**config.mk**
```make
export PLATFORM = sky130hd
export DESIGN_NAME = uart_rx_brk
export DESIGN_NICKNAME = d
export VERILOG_FILES = /design/src/rtl/uart_rx_pkg.sv /design/src/rtl/uart_rx_sync.sv /design/src/rtl/uart_rx_framer.sv /design/src/rtl/uart_rx_status.sv /design/src/rtl/uart_rx_brk.sv
export SDC_FILE = /design/constraint.sdc
export NUM_CORES = 1
export LEC_CHECK = 0
export ABC_AREA = 1
export CAP_MARGIN = 10
export CELL_PAD_IN_SITES_DETAIL_PLACEMENT = 0
export CELL_PAD_IN_SITES_GLOBAL_PLACEMENT = 1
export CORE_UTILIZATION = 48
export CTS_BUF_LIST = sky130_fd_sc_hd__clkbuf_8
export CTS_CLUSTER_SIZE = 25
export DETAILED_ROUTE_END_ITERATION = 8
export PLACE_DENSITY_LB_ADDON = 0.1
export SYNTH_ARGS = -nofsm -noshare
export SYNTH_HDL_FRONTEND = slang
export SYNTH_HIERARCHICAL = 1
export SYNTH_SLANG_ARGS = --single-unit
```
**constraint.sdc**
```tcl
create_clock -name clk -period 2.65 [get_ports clk]
set_clock_uncertainty 0.1 [all_clocks]
set_input_delay 0.265 -clock clk [delete_from_list [all_inputs] [get_ports clk]]
set_output_delay 0.265 -clock clk [all_outputs]
set_load 0.1 [all_outputs]
```
**src/rtl/uart_rx_pkg.sv**
```systemverilog
package uart_rx_pkg;

   localparam int STAT_W = 5;
   localparam int ST_AVL = 0;
   localparam int ST_OVR = 1;
   localparam int ST_PAR = 2;
   localparam int ST_FRM = 3;
   localparam int ST_BRK = 4;

   typedef enum logic [2:0] {
      RX_IDLE  = 3'd0,
      RX_START = 3'd1,
      RX_DATA  = 3'd2,
      RX_PAR   = 3'd3,
      RX_STOP  = 3'd4,
      RX_HOLD  = 3'd5
   } rx_state_e;

   typedef struct packed {
      logic brk;
      logic ferr;
      logic perr;
   } rx_flags_t;

endpackage

```
**src/rtl/uart_rx_sync.sv**
```systemverilog
module uart_rx_sync #(
   parameter int STAGES = 2
) (
   input  logic clk,
   input  logic rst_n,
   input  logic din,
   output logic dout
);

   initial begin
      if (STAGES < 0 || STAGES > 4) $error("uart_rx_sync: STAGES must be 0..4");
   end

   generate
      if (STAGES == 0) begin : g_bypass
         assign dout = din;
      end else begin : g_chain
         logic [STAGES-1:0] chain_q;
         always_ff @(posedge clk or negedge rst_n) begin
            if (!rst_n) chain_q <= '1;
            else        chain_q <= {chain_q[STAGES-2 >= 0 ? STAGES-2 : 0 : 0], din} >> 0;
         end
         assign dout = chain_q[STAGES-1];
      end
   endgenerate

endmodule

```
**src/rtl/uart_rx_framer.sv**
```systemverilog
module uart_rx_framer
   import uart_rx_pkg::*;
#(
   parameter int DATA_W = 8,
   parameter int OVS    = 16
) (
   input  logic              clk,
   input  logic              rst_n,
   input  logic              tick,
   input  logic              rx_s,
   input  logic              par_en,
   input  logic              par_odd,
   output logic              done_o,
   output logic [DATA_W-1:0] done_data,
   output rx_flags_t         done_flags
);

   localparam int CW = $clog2(OVS);
   localparam int IW = $clog2(DATA_W + 1);
   localparam logic [CW-1:0] MID  = CW'(OVS / 2 - 1);
   localparam logic [CW-1:0] LAST = CW'(OVS - 1);
   localparam logic [IW-1:0] TOPB = IW'(DATA_W - 1);

   initial begin
      if (OVS < 4 || (OVS % 2) != 0) $error("uart_rx_framer: OVS must be even and >= 4");
      if (DATA_W < 5 || DATA_W > 9)  $error("uart_rx_framer: DATA_W must be 5..9");
   end

   rx_state_e         st_q;
   logic [CW-1:0]     cnt_q;
   logic [IW-1:0]     idx_q;
   logic [DATA_W-1:0] sh_q;
   logic              pb_q;
   logic              pe_q;
   logic              po_q;

   logic all_zero;
   logic is_brk;
   logic par_bad;

   always_comb begin
      all_zero = (sh_q == '0) && (!pe_q || !pb_q);
      is_brk   = !rx_s && all_zero;
      par_bad  = pe_q && ((^sh_q ^ pb_q) != po_q);
   end

   always_ff @(posedge clk or negedge rst_n) begin
      if (!rst_n) begin
         st_q       <= RX_IDLE;
         cnt_q      <= '0;
         idx_q      <= '0;
         sh_q       <= '0;
         pb_q       <= 1'b0;
         pe_q       <= 1'b0;
         po_q       <= 1'b0;
         done_o     <= 1'b0;
         done_data  <= '0;
         done_flags <= '0;
      end else begin
         done_o <= 1'b0;
         unique case (st_q)
            RX_IDLE: begin
               if (tick && !rx_s) begin
                  st_q  <= RX_START;
                  cnt_q <= '0;
                  pe_q  <= par_en;
                  po_q  <= par_odd;
               end
            end
            RX_START: begin
               if (tick) begin
                  if (cnt_q == MID) begin
                     cnt_q <= '0;
                     idx_q <= '0;
                     st_q  <= rx_s ? RX_IDLE : RX_DATA;
                  end else begin
                     cnt_q <= cnt_q + 1'b1;
                  end
               end
            end
            RX_DATA: begin
               if (tick) begin
                  if (cnt_q == LAST) begin
                     cnt_q <= '0;
                     sh_q  <= {rx_s, sh_q[DATA_W-1:1]};
                     if (idx_q == TOPB) st_q <= pe_q ? RX_PAR : RX_STOP;
                     else               idx_q <= idx_q + 1'b1;
                  end else begin
                     cnt_q <= cnt_q + 1'b1;
                  end
               end
            end
            RX_PAR: begin
               if (tick) begin
                  if (cnt_q == LAST) begin
                     cnt_q <= '0;
                     pb_q  <= rx_s;
                     st_q  <= RX_STOP;
                  end else begin
                     cnt_q <= cnt_q + 1'b1;
                  end
               end
            end
            RX_STOP: begin
               if (tick) begin
                  if (cnt_q == LAST) begin
                     cnt_q           <= '0;
                     done_o          <= 1'b1;
                     done_data       <= sh_q;
                     done_flags.brk  <= is_brk;
                     done_flags.ferr <= !rx_s && !is_brk;
                     done_flags.perr <= par_bad && !is_brk;
                     st_q            <= rx_s ? RX_IDLE : RX_HOLD;
                  end else begin
                     cnt_q <= cnt_q + 1'b1;
                  end
               end
            end
            RX_HOLD: begin
               if (rx_s) st_q <= RX_IDLE;
            end
            default: st_q <= RX_IDLE;
         endcase
      end
   end

   // while held after a break, no character may complete
   p_hold_quiet_r8: assert property (@(posedge clk) disable iff (!rst_n)
      (st_q == RX_HOLD && $past(st_q) == RX_HOLD) |-> !done_o);

   // a break result always carries an all-zero character
   p_brk_zero_r7: assert property (@(posedge clk) disable iff (!rst_n)
      (done_o && done_flags.brk) |-> (done_data == '0 && !done_flags.ferr));

   // an aborted start returns to idle without producing a result
   p_start_abort_r1: assert property (@(posedge clk) disable iff (!rst_n)
      (st_q == RX_START && tick && cnt_q == MID && rx_s) |=> (st_q == RX_IDLE && !done_o));

endmodule

```
**src/rtl/uart_rx_status.sv**
```systemverilog
module uart_rx_status
   import uart_rx_pkg::*;
#(
   parameter int DATA_W = 8
) (
   input  logic              clk,
   input  logic              rst_n,
   input  logic              done,
   input  logic [DATA_W-1:0] done_data,
   input  rx_flags_t         done_flags,
   input  logic              rd_data,
   input  logic              rd_stat,
   input  logic              data_ie,
   output logic [DATA_W-1:0] rx_data,
   output logic [STAT_W-1:0] rx_stat,
   output logic              irq
);

   logic avl_q, ovr_q, par_q, frm_q, brk_q;
   logic [DATA_W-1:0] data_q;

   always_ff @(posedge clk or negedge rst_n) begin
      if (!rst_n) begin
         avl_q  <= 1'b0;
         ovr_q  <= 1'b0;
         par_q  <= 1'b0;
         frm_q  <= 1'b0;
         brk_q  <= 1'b0;
         data_q <= '0;
      end else begin
         if (rd_data) avl_q <= 1'b0;
         if (rd_stat) begin
            ovr_q <= 1'b0;
            par_q <= 1'b0;
            frm_q <= 1'b0;
            brk_q <= 1'b0;
         end
         if (done) begin
            if (done_flags.brk) begin
               brk_q <= 1'b1;
            end else if (avl_q && !rd_data) begin
               ovr_q <= 1'b1;
            end else begin
               data_q <= done_data;
               avl_q  <= 1'b1;
               if (done_flags.perr) par_q <= 1'b1;
               if (done_flags.ferr) frm_q <= 1'b1;
            end
         end
      end
   end

   always_comb begin
      rx_data            = data_q;
      rx_stat            = '0;
      rx_stat[ST_AVL]    = avl_q;
      rx_stat[ST_OVR]    = ovr_q;
      rx_stat[ST_PAR]    = par_q;
      rx_stat[ST_FRM]    = frm_q;
      rx_stat[ST_BRK]    = brk_q;
      irq = (avl_q && data_ie) || ovr_q || par_q || frm_q || brk_q;
   end

   // the overrun event never disturbs the held character
   p_ovr_keep_r4: assert property (@(posedge clk) disable iff (!rst_n)
      $rose(ovr_q) |-> $stable(data_q));

   // a data read with no arriving character clears availability
   p_rd_clear_r3: assert property (@(posedge clk) disable iff (!rst_n)
      (rd_data && !done) |=> !avl_q);

   // a status read with no arriving result clears every error flag
   p_st_clear_r9: assert property (@(posedge clk) disable iff (!rst_n)
      (rd_stat && !done) |=> !(ovr_q || par_q || frm_q || brk_q));

   // a break leaves the data register untouched
   p_brk_keep_r7: assert property (@(posedge clk) disable iff (!rst_n)
      (done && done_flags.brk) |=> $stable(data_q));

endmodule

```
**src/rtl/uart_rx_brk.sv**
```systemverilog
module uart_rx_brk
   import uart_rx_pkg::*;
#(
   parameter int DATA_W      = 8,
   parameter int OVS         = 16,
   parameter int SYNC_STAGES = 2
) (
   input  logic              clk,
   input  logic              rst_n,
   input  logic              rxd,
   input  logic              tick,
   input  logic              par_en,
   input  logic              par_odd,
   input  logic              data_ie,
   input  logic              rd_data,
   input  logic              rd_stat,
   output logic [DATA_W-1:0] rx_data,
   output logic [4:0]        rx_stat,
   output logic              irq
);

   logic              rx_s;
   logic              done;
   logic [DATA_W-1:0] done_data;
   rx_flags_t         done_flags;

   uart_rx_sync #(.STAGES(SYNC_STAGES)) u_sync (
      .clk   (clk),
      .rst_n (rst_n),
      .din   (rxd),
      .dout  (rx_s)
   );

   uart_rx_framer #(.DATA_W(DATA_W), .OVS(OVS)) u_framer (
      .clk        (clk),
      .rst_n      (rst_n),
      .tick       (tick),
      .rx_s       (rx_s),
      .par_en     (par_en),
      .par_odd    (par_odd),
      .done_o     (done),
      .done_data  (done_data),
      .done_flags (done_flags)
   );

   uart_rx_status #(.DATA_W(DATA_W)) u_status (
      .clk        (clk),
      .rst_n      (rst_n),
      .done       (done),
      .done_data  (done_data),
      .done_flags (done_flags),
      .rd_data    (rd_data),
      .rd_stat    (rd_stat),
      .data_ie    (data_ie),
      .rx_data    (rx_data),
      .rx_stat    (rx_stat),
      .irq        (irq)
   );

   // an empty status word never raises the interrupt
   p_quiet_r10: assert property (@(posedge clk) disable iff (!rst_n)
      (rx_stat == 5'd0) |-> !irq);

   // error and break flags raise the interrupt regardless of data_ie
   p_err_irq_r10: assert property (@(posedge clk) disable iff (!rst_n)
      (rx_stat[4:1] != 4'd0) |-> irq);

endmodule

```
==> results of run 1 <==
==> cell usage in the layout, fill, tap and decap left out, types with 7 or more instances in the layout <==
master           count
nand2_2              7
inv_1               32
nor2_1              18
buf_4               15
nand3_1             29
o21ai_0             14
o21ai_2              9
dfrtp_1             47
clkdlybuf4s50_1      7
nand2_1             95
==> routing by layer <==
metal | vias up | part of all wire | GRT usage
met5 | - | 0 | 0
met4 | 0 | 0.0069 | 0.0566
met3 | 2 | 0.039 | 0.0420
met2 | 34 | 0.40 | 0.246
met1 | 838 | 0.56 | 0.294
li1 | 994 | - | -
==> sequential cells by signal, indices dropped and copies added (netlist names) <==
register	cells
u_framer/done_data	8
u_framer/sh_q	8
u_status/rx_data	8
u_framer/cnt_q	4
u_framer/idx_q	4
u_framer/done_flags	3
u_framer/st_q	3
u_sync/g_chain.chain_q	2
u_framer/done_o	1
u_framer/pb_q	1
u_framer/pe_q	1
u_framer/po_q	1
u_status/avl_q	1
u_status/brk_q	1
u_status/frm_q	1
u_status/ovr_q	1
u_status/par_q	1
==> worst min-delay path by stage <==
| stage | startpoint | to | slack (ps) |
|---|---|---|---|
| floorplan | rst_n | u_framer/cnt_q[0] | -130 |
| global placement | rst_n | u_status/rx_data[0] | 120 |
| detailed placement | rst_n | u_status/rx_data[4] | 120 |
| CTS | u_sync/g_chain.chain_q[0] | u_sync/g_chain.chain_q[1] | 260 |
| global route | u_sync/g_chain.chain_q[0] | u_sync/g_chain.chain_q[1] | 260 |
| finish | u_sync/g_chain.chain_q[0] | u_sync/g_chain.chain_q[1] | 260 |
==> per-stage QoR <==
step | std cells | worst slack, ps
CTS | 389 | 1060
floorplan | 300 | 1080
detailed placement | 380 | 812
finish | 389 | 1050
global route | 389 | 911
global placement | 380 | 835
==> power groups by stage <==
stage	Combinational [mW]	Clock, mW	Sequential, mW
floorplan	0.429	0	0.860
global placement	0.509	0	0.893
detailed placement	0.509	0	0.895
CTS	0.512	0.567	0.880
global route	0.577	0.599	0.890
finish	0.512	0.544	0.881
==> critical path, stage by stage (launching register included) <==
cell and delay [ps]:
dfrtp_1 420, ha_1 240, nand2_1 90, nor2_1 130, nor2_1 90, a21oi_4 190, nand3_2 110, nand2_1 70
nand2_1 50
==> cells by family after synthesis <==
family,Yosys count,synth area share
AND/OR/NAND/NOR,165,0.296
flip-flops,49,0.488
multiplexers,1,0.00448
adder cells (fa/ha/maj),6,0.0298
XOR/XNOR,2,0.00696
buffers and inverters,45,0.0905
AO/OA/AOI/OAI,32,0.0840
==> final cells by class <==
| type | instances | area share |
|---|---|---|
| clock inverters | 2 | 0.0120 |
| multi-input cells | 206 | 0.376 |
| clock buffers | 6 | 0.0293 |
| flip-flops and latches | 49 | 0.436 |
| repair buffers | 24 | 0.0701 |
| inverters | 35 | 0.0475 |
| well taps | 67 | 0.0297 |
==> timing repair <==
item,CTS,global route
setup endpoints to repair,0,0
hold endpoints to repair,18,0
hold buffers,1,0
buffers inserted,0,0
==> results.toml, run 1 <==
[timing]
clock.fmax_ghz = 0.625
holdWs_ps = 259
setup-violations-final = 0
min_period_ps = 1600
finalSetupTns_ps = 0
max_slew_margin = 0.725
maxSlewViolCount = 0
worst_slew_pin_slew_ps = 413
period_share = 0.604
rsz0062_at_grt = "no"
hold_viol_final = 0

[pwr]
ir_drop_uv = 361
power_density_mw_per_mm2 = 687
comb_power_share = 0.264
total_power_mw = 1.94
pwr-share-seq = 0.455
swShare = 0.339
p_int_mw = 1.28
power.switching_mw = 0.656
p_leak_nw = 1.50
pwr-share-clk = 0.281

[final_layout]
num_antenna_cells = 0
multi_input_area_mm2 = 0.00106
fin_util = 0.578
drive_above_1_share = 0.180
regArea_mm2 = 0.00123
fillers = 454
final_nets = 336
final_cell_area_mm2 = 0.00282
syn_to_final_growth_pct = 12.1

[yosys]
synth_commonest_cells = "nand2_1 (95), dfrtp_1 (47), inv_1 (31), nand3_1 (29), nor2_1 (18)"
synth_edf_count = 0
syn_nets = 315
synth.most_common_cell = "nand2_1"
synth_top_area_cell = "dfrtp_1"
synth_ff_type = "dfrtp_1"
synth.avg_cell_area_um2 = 8.39
synth_top_area_share = 0.467
synthDistinctLibCells = 27
ys_seq_elements = 49
synth.cell_area_mm2 = 0.00252
seq_area_frac_synth = 0.488
synthTopCellsByArea = "dfrtp_1 (47%), nand2_1 (14%), nand3_1 (5.8%), inv_1 (4.6%), o21ai_2 (3.1%)"
ys_warn_count = 6
async_flop_share = 1.00
syn-instance-count = 300

[worst_hold_path]
hold_depth = 0
worst_hold_path_type = "reg -> reg"

[worst_setup_path]
r2r_cells = 8
end_kind = "register"
r2r_setup_slack_ps = 1050
cp_max_fo = 5
crit_end = "u_framer/st_q[0]"
r2r_start = "u_framer/cnt_q[0]"
cp.required_ps = 2740
worstSetupPathType = "reg -> reg"
cp-start-kind = "register"
r2r-end = "u_framer/st_q[0]"
cp.arrival_ps = 1690
cp-startpoint = "u_framer/cnt_q[0]"

[floorplanning]
die_y_um = 74.4
core-area_mm2 = 0.00488
start_util = 0.516
dieArea_mm2 = 0.00554
rows = 25
die_w_um = 74.4
ioPinCount = 23

[routing]
drt-vias-per-instance = 4.80
drc_errors = 0
ant_nets = 0
via_count = 1868
first_iter_violations = 115
wire_per_inst_um = 11.8
wirelength_um = 4610
dr.pass1.iters = 4

[global_routing]
antenna_found_initial = 0
first_global_vias = 1588
grt_usage = 0.185
grt_max_degree = 32
grt_pass1_wl_um = 7690
gr-total-overflow = 0

[clock_network]
cts_buffers = 5
cts_tree = "done"
cts-resized-gates = 0
cts_root_buf = "clkbuf_8"
clkLatencyLatePin_ps = 300
clock_path_buffers = 2
htree_levels = 2
cts.sinks = 49
clk_pin_slew_worst_paths_ps = 90

[place]
dpl_cell_area_mm2 = 0.00269
io_buffers = 22
place_congestion = 0.777
dp_hpwl_um = 3490

[flow_run]
drv_cap = 0

[run_status]
status = "finished, final reports clean"
Note: power is estimated with default switching activity, not from simulation.
==> inputs of run 2 (changes only) <==
--- a/config.mk
+++ b/config.mk
@@ -9,7 +9,7 @@
 export CAP_MARGIN = 10
 export CELL_PAD_IN_SITES_DETAIL_PLACEMENT = 0
 export CELL_PAD_IN_SITES_GLOBAL_PLACEMENT = 1
-export CORE_UTILIZATION = 48
+export CORE_UTILIZATION = 45
 export CTS_BUF_LIST = sky130_fd_sc_hd__clkbuf_8
 export CTS_CLUSTER_SIZE = 25
 export DETAILED_ROUTE_END_ITERATION = 8
==> constraint.sdc (replaced) <==
create_clock -name clk -period 1.5 [get_ports clk]
set_clock_uncertainty 0.1 [all_clocks]
set_input_delay 0.15 -clock clk [delete_from_list [all_inputs] [get_ports clk]]
set_output_delay 0.15 -clock clk [all_outputs]
set_load 0.1 [all_outputs]
==> results.toml, run 2 (synthesis results as in run 1) <==
[timing]
min_period_ps = 1480
hold_viol_final = 0
period_share = 0.989
rsz0062_at_grt = "yes"
max_slew_margin = 0.746
setup-violations-final = 0
maxSlewViolCount = 0
clock.fmax_ghz = 0.674
worst_slew_pin_slew_ps = 381

[floorplanning]
die_y_um = 76.8
core-area_mm2 = 0.00524
die_w_um = 76.8
ioPinCount = 23
dieArea_mm2 = 0.00589
rows = 26
start_util = 0.480

[worst_setup_path]
cp.required_ps = 1590
worstSetupPathType = "reg -> reg"
cp.arrival_ps = 1570
cp-start-kind = "register"
cp_max_fo = 6
end_kind = "register"

[final_layout]
regArea_mm2 = 0.00123
layout_common_cells = "nand2_1 (88), dfrtp_1 (44), buf_4 (37), nand3_1 (24), inv_1 (19)"
multi_input_area_mm2 = 0.00123
syn_to_final_growth_pct = 39.9
final_common_cell = "nand2_1"
final_nets = 376
drive_above_1_share = 0.384
fin_util = 0.672
final_cell_area_mm2 = 0.00352
fillers = 437
num_antenna_cells = 0

[clock_network]
clock_path_buffers = 2
clkLatencyLatePin_ps = 300
htree_levels = 2
clk_pin_slew_worst_paths_ps = 80
cts_root_buf = "clkbuf_8"
cts_buffers = 5
cts_tree = "done"
cts.sinks = 49

[routing]
drc_errors = 0
wire_per_inst_um = 12.5
first_iter_violations = 96
via_count = 2117
wirelength_um = 5380
ant_nets = 0
drt-vias-per-instance = 4.90
dr.pass1.iters = 4

[pwr]
ir_drop_uv = 790
swShare = 0.347
comb_power_share = 0.356
pwr-share-seq = 0.396
p_int_mw = 2.58
power_density_mw_per_mm2 = 1120
p_leak_nw = 1.74
power.switching_mw = 1.38
pwr-share-clk = 0.248

[global_routing]
grt_usage = 0.191
first_global_vias = 1933
grt_max_degree = 36
gr-total-overflow = 0
antenna_found_initial = 0
grt_pass1_wl_um = 8890

[run_status]
status = "finished, final reports clean"

[place]
io_buffers = 22
place_congestion = 0.819
dpl_cell_area_mm2 = 0.00313
dp_hpwl_um = 3870

[worst_hold_path]
worst_hold_path_type = "in -> reg"

[flow_run]
drv_cap = 0
## run 2: cell types whose count changed in the layout (fill, tap and decap cells not counted), moves of 5 or more
cell,previous run,this run
nor2_1,18,12
nand2_1,95,88
buf_12,0,17
nand2_2,7,13
ha_1,6,0
inv_1,32,19
inv_2,3,15
ha_4,0,5
nand3_1,29,24
nand3_2,1,6
buf_4,15,37
nor2_4,4,9
## run 2: cell type report
| type | count | area share |
|---|---|---|
| flip-flops and latches | 49 | 0.350 |
| multi-input cells | 206 | 0.350 |
| repair buffers | 64 | 0.203 |
| inverters | 35 | 0.0380 |
| well taps | 70 | 0.0249 |
| clock buffers | 6 | 0.0235 |
| clock inverters | 2 | 0.0107 |
## run 2: what timing repair did
item,CTS,global route
hold buffers,1,0
setup endpoints to repair,8,28
pin swaps,0,28
gates resized for setup,4,46
cloned,0,0
endpoints found under the hold margin,45,0
setup buffers,0,11
## run 2: final timing paths
kind,from,to,slack (ps),cells past startpoint
worst min register to register,u_sync/g_chain.chain_q[0],u_sync/g_chain.chain_q[1],260,0
worst max register to register,u_framer/st_q[0],u_framer/st_q[0],20,7
worst min-delay path,rxd,u_sync/g_chain.chain_q[0],160,1
max in group asynchronous,rst_n,u_sync/g_chain.chain_q[1],510,3
min in group asynchronous,rst_n,u_status/rx_data[1],210,2
worst max-delay path,u_framer/st_q[0],u_framer/st_q[0],20,7
## run 2: layer usage
layer / vias to the layer above / wire (um) / global-route usage
met2: 28 / 2480 / 0.296
met5: - / 0 / 0
met3: 6 / 130 / 0.0381
met4: 0 / 59 / 0.0635
met1: 1011 / 2710 / 0.267
li1: 1072 / - / -
## run 2: power groups by stage
stage | Combinational (mW) | Sequential [mW] | Clock, mW
2_1_floorplan | 0.759 | 1.52 | 0
3_3_place_gp | 1.06 | 1.57 | 0
3_5_place_dp | 1.07 | 1.57 | 0
4_1_cts | 1.09 | 1.55 | 1.02
5_1_grt | 1.55 | 1.59 | 1.07
6_report | 1.41 | 1.57 | 0.980
## run 2: worst max-delay path: stages (launching register included)
cell and delay, ps:
dfrtp_2 470, buf_4 180, nand3_1 160, nor2_4 60, a21oi_4 160, nand3_2 110, nand2_1 80, nand2_1 50
## run 2: metrics by stage
stage                     hold WS, ps  std cells  setup TNS, ps  setup slack, ps  power, mW
final                             158        432              0             16.9       3.96
after floorplan                  -246        300              0             44.9       2.28
after global routing              148        432           -657            -90.1       4.21
after detailed placement        -16.6        412          -1120            -83.1       2.65
after CTS                         149        421              0             5.77       3.65
after global placement          -20.5        412           -505            -44.8       2.64
==> inputs of run 3 (changes only) <==
--- a/config.mk
+++ b/config.mk
@@ -6,6 +6,7 @@
 export NUM_CORES = 1
 export LEC_CHECK = 0
 export ABC_AREA = 1
+export ABC_CLOCK_PERIOD_IN_PS = 1500
 export CAP_MARGIN = 10
 export CELL_PAD_IN_SITES_DETAIL_PLACEMENT = 0
 export CELL_PAD_IN_SITES_GLOBAL_PLACEMENT = 1
==> results of run 3 <==
The final DEF is identical to that of run 2; final timing and power are the same.
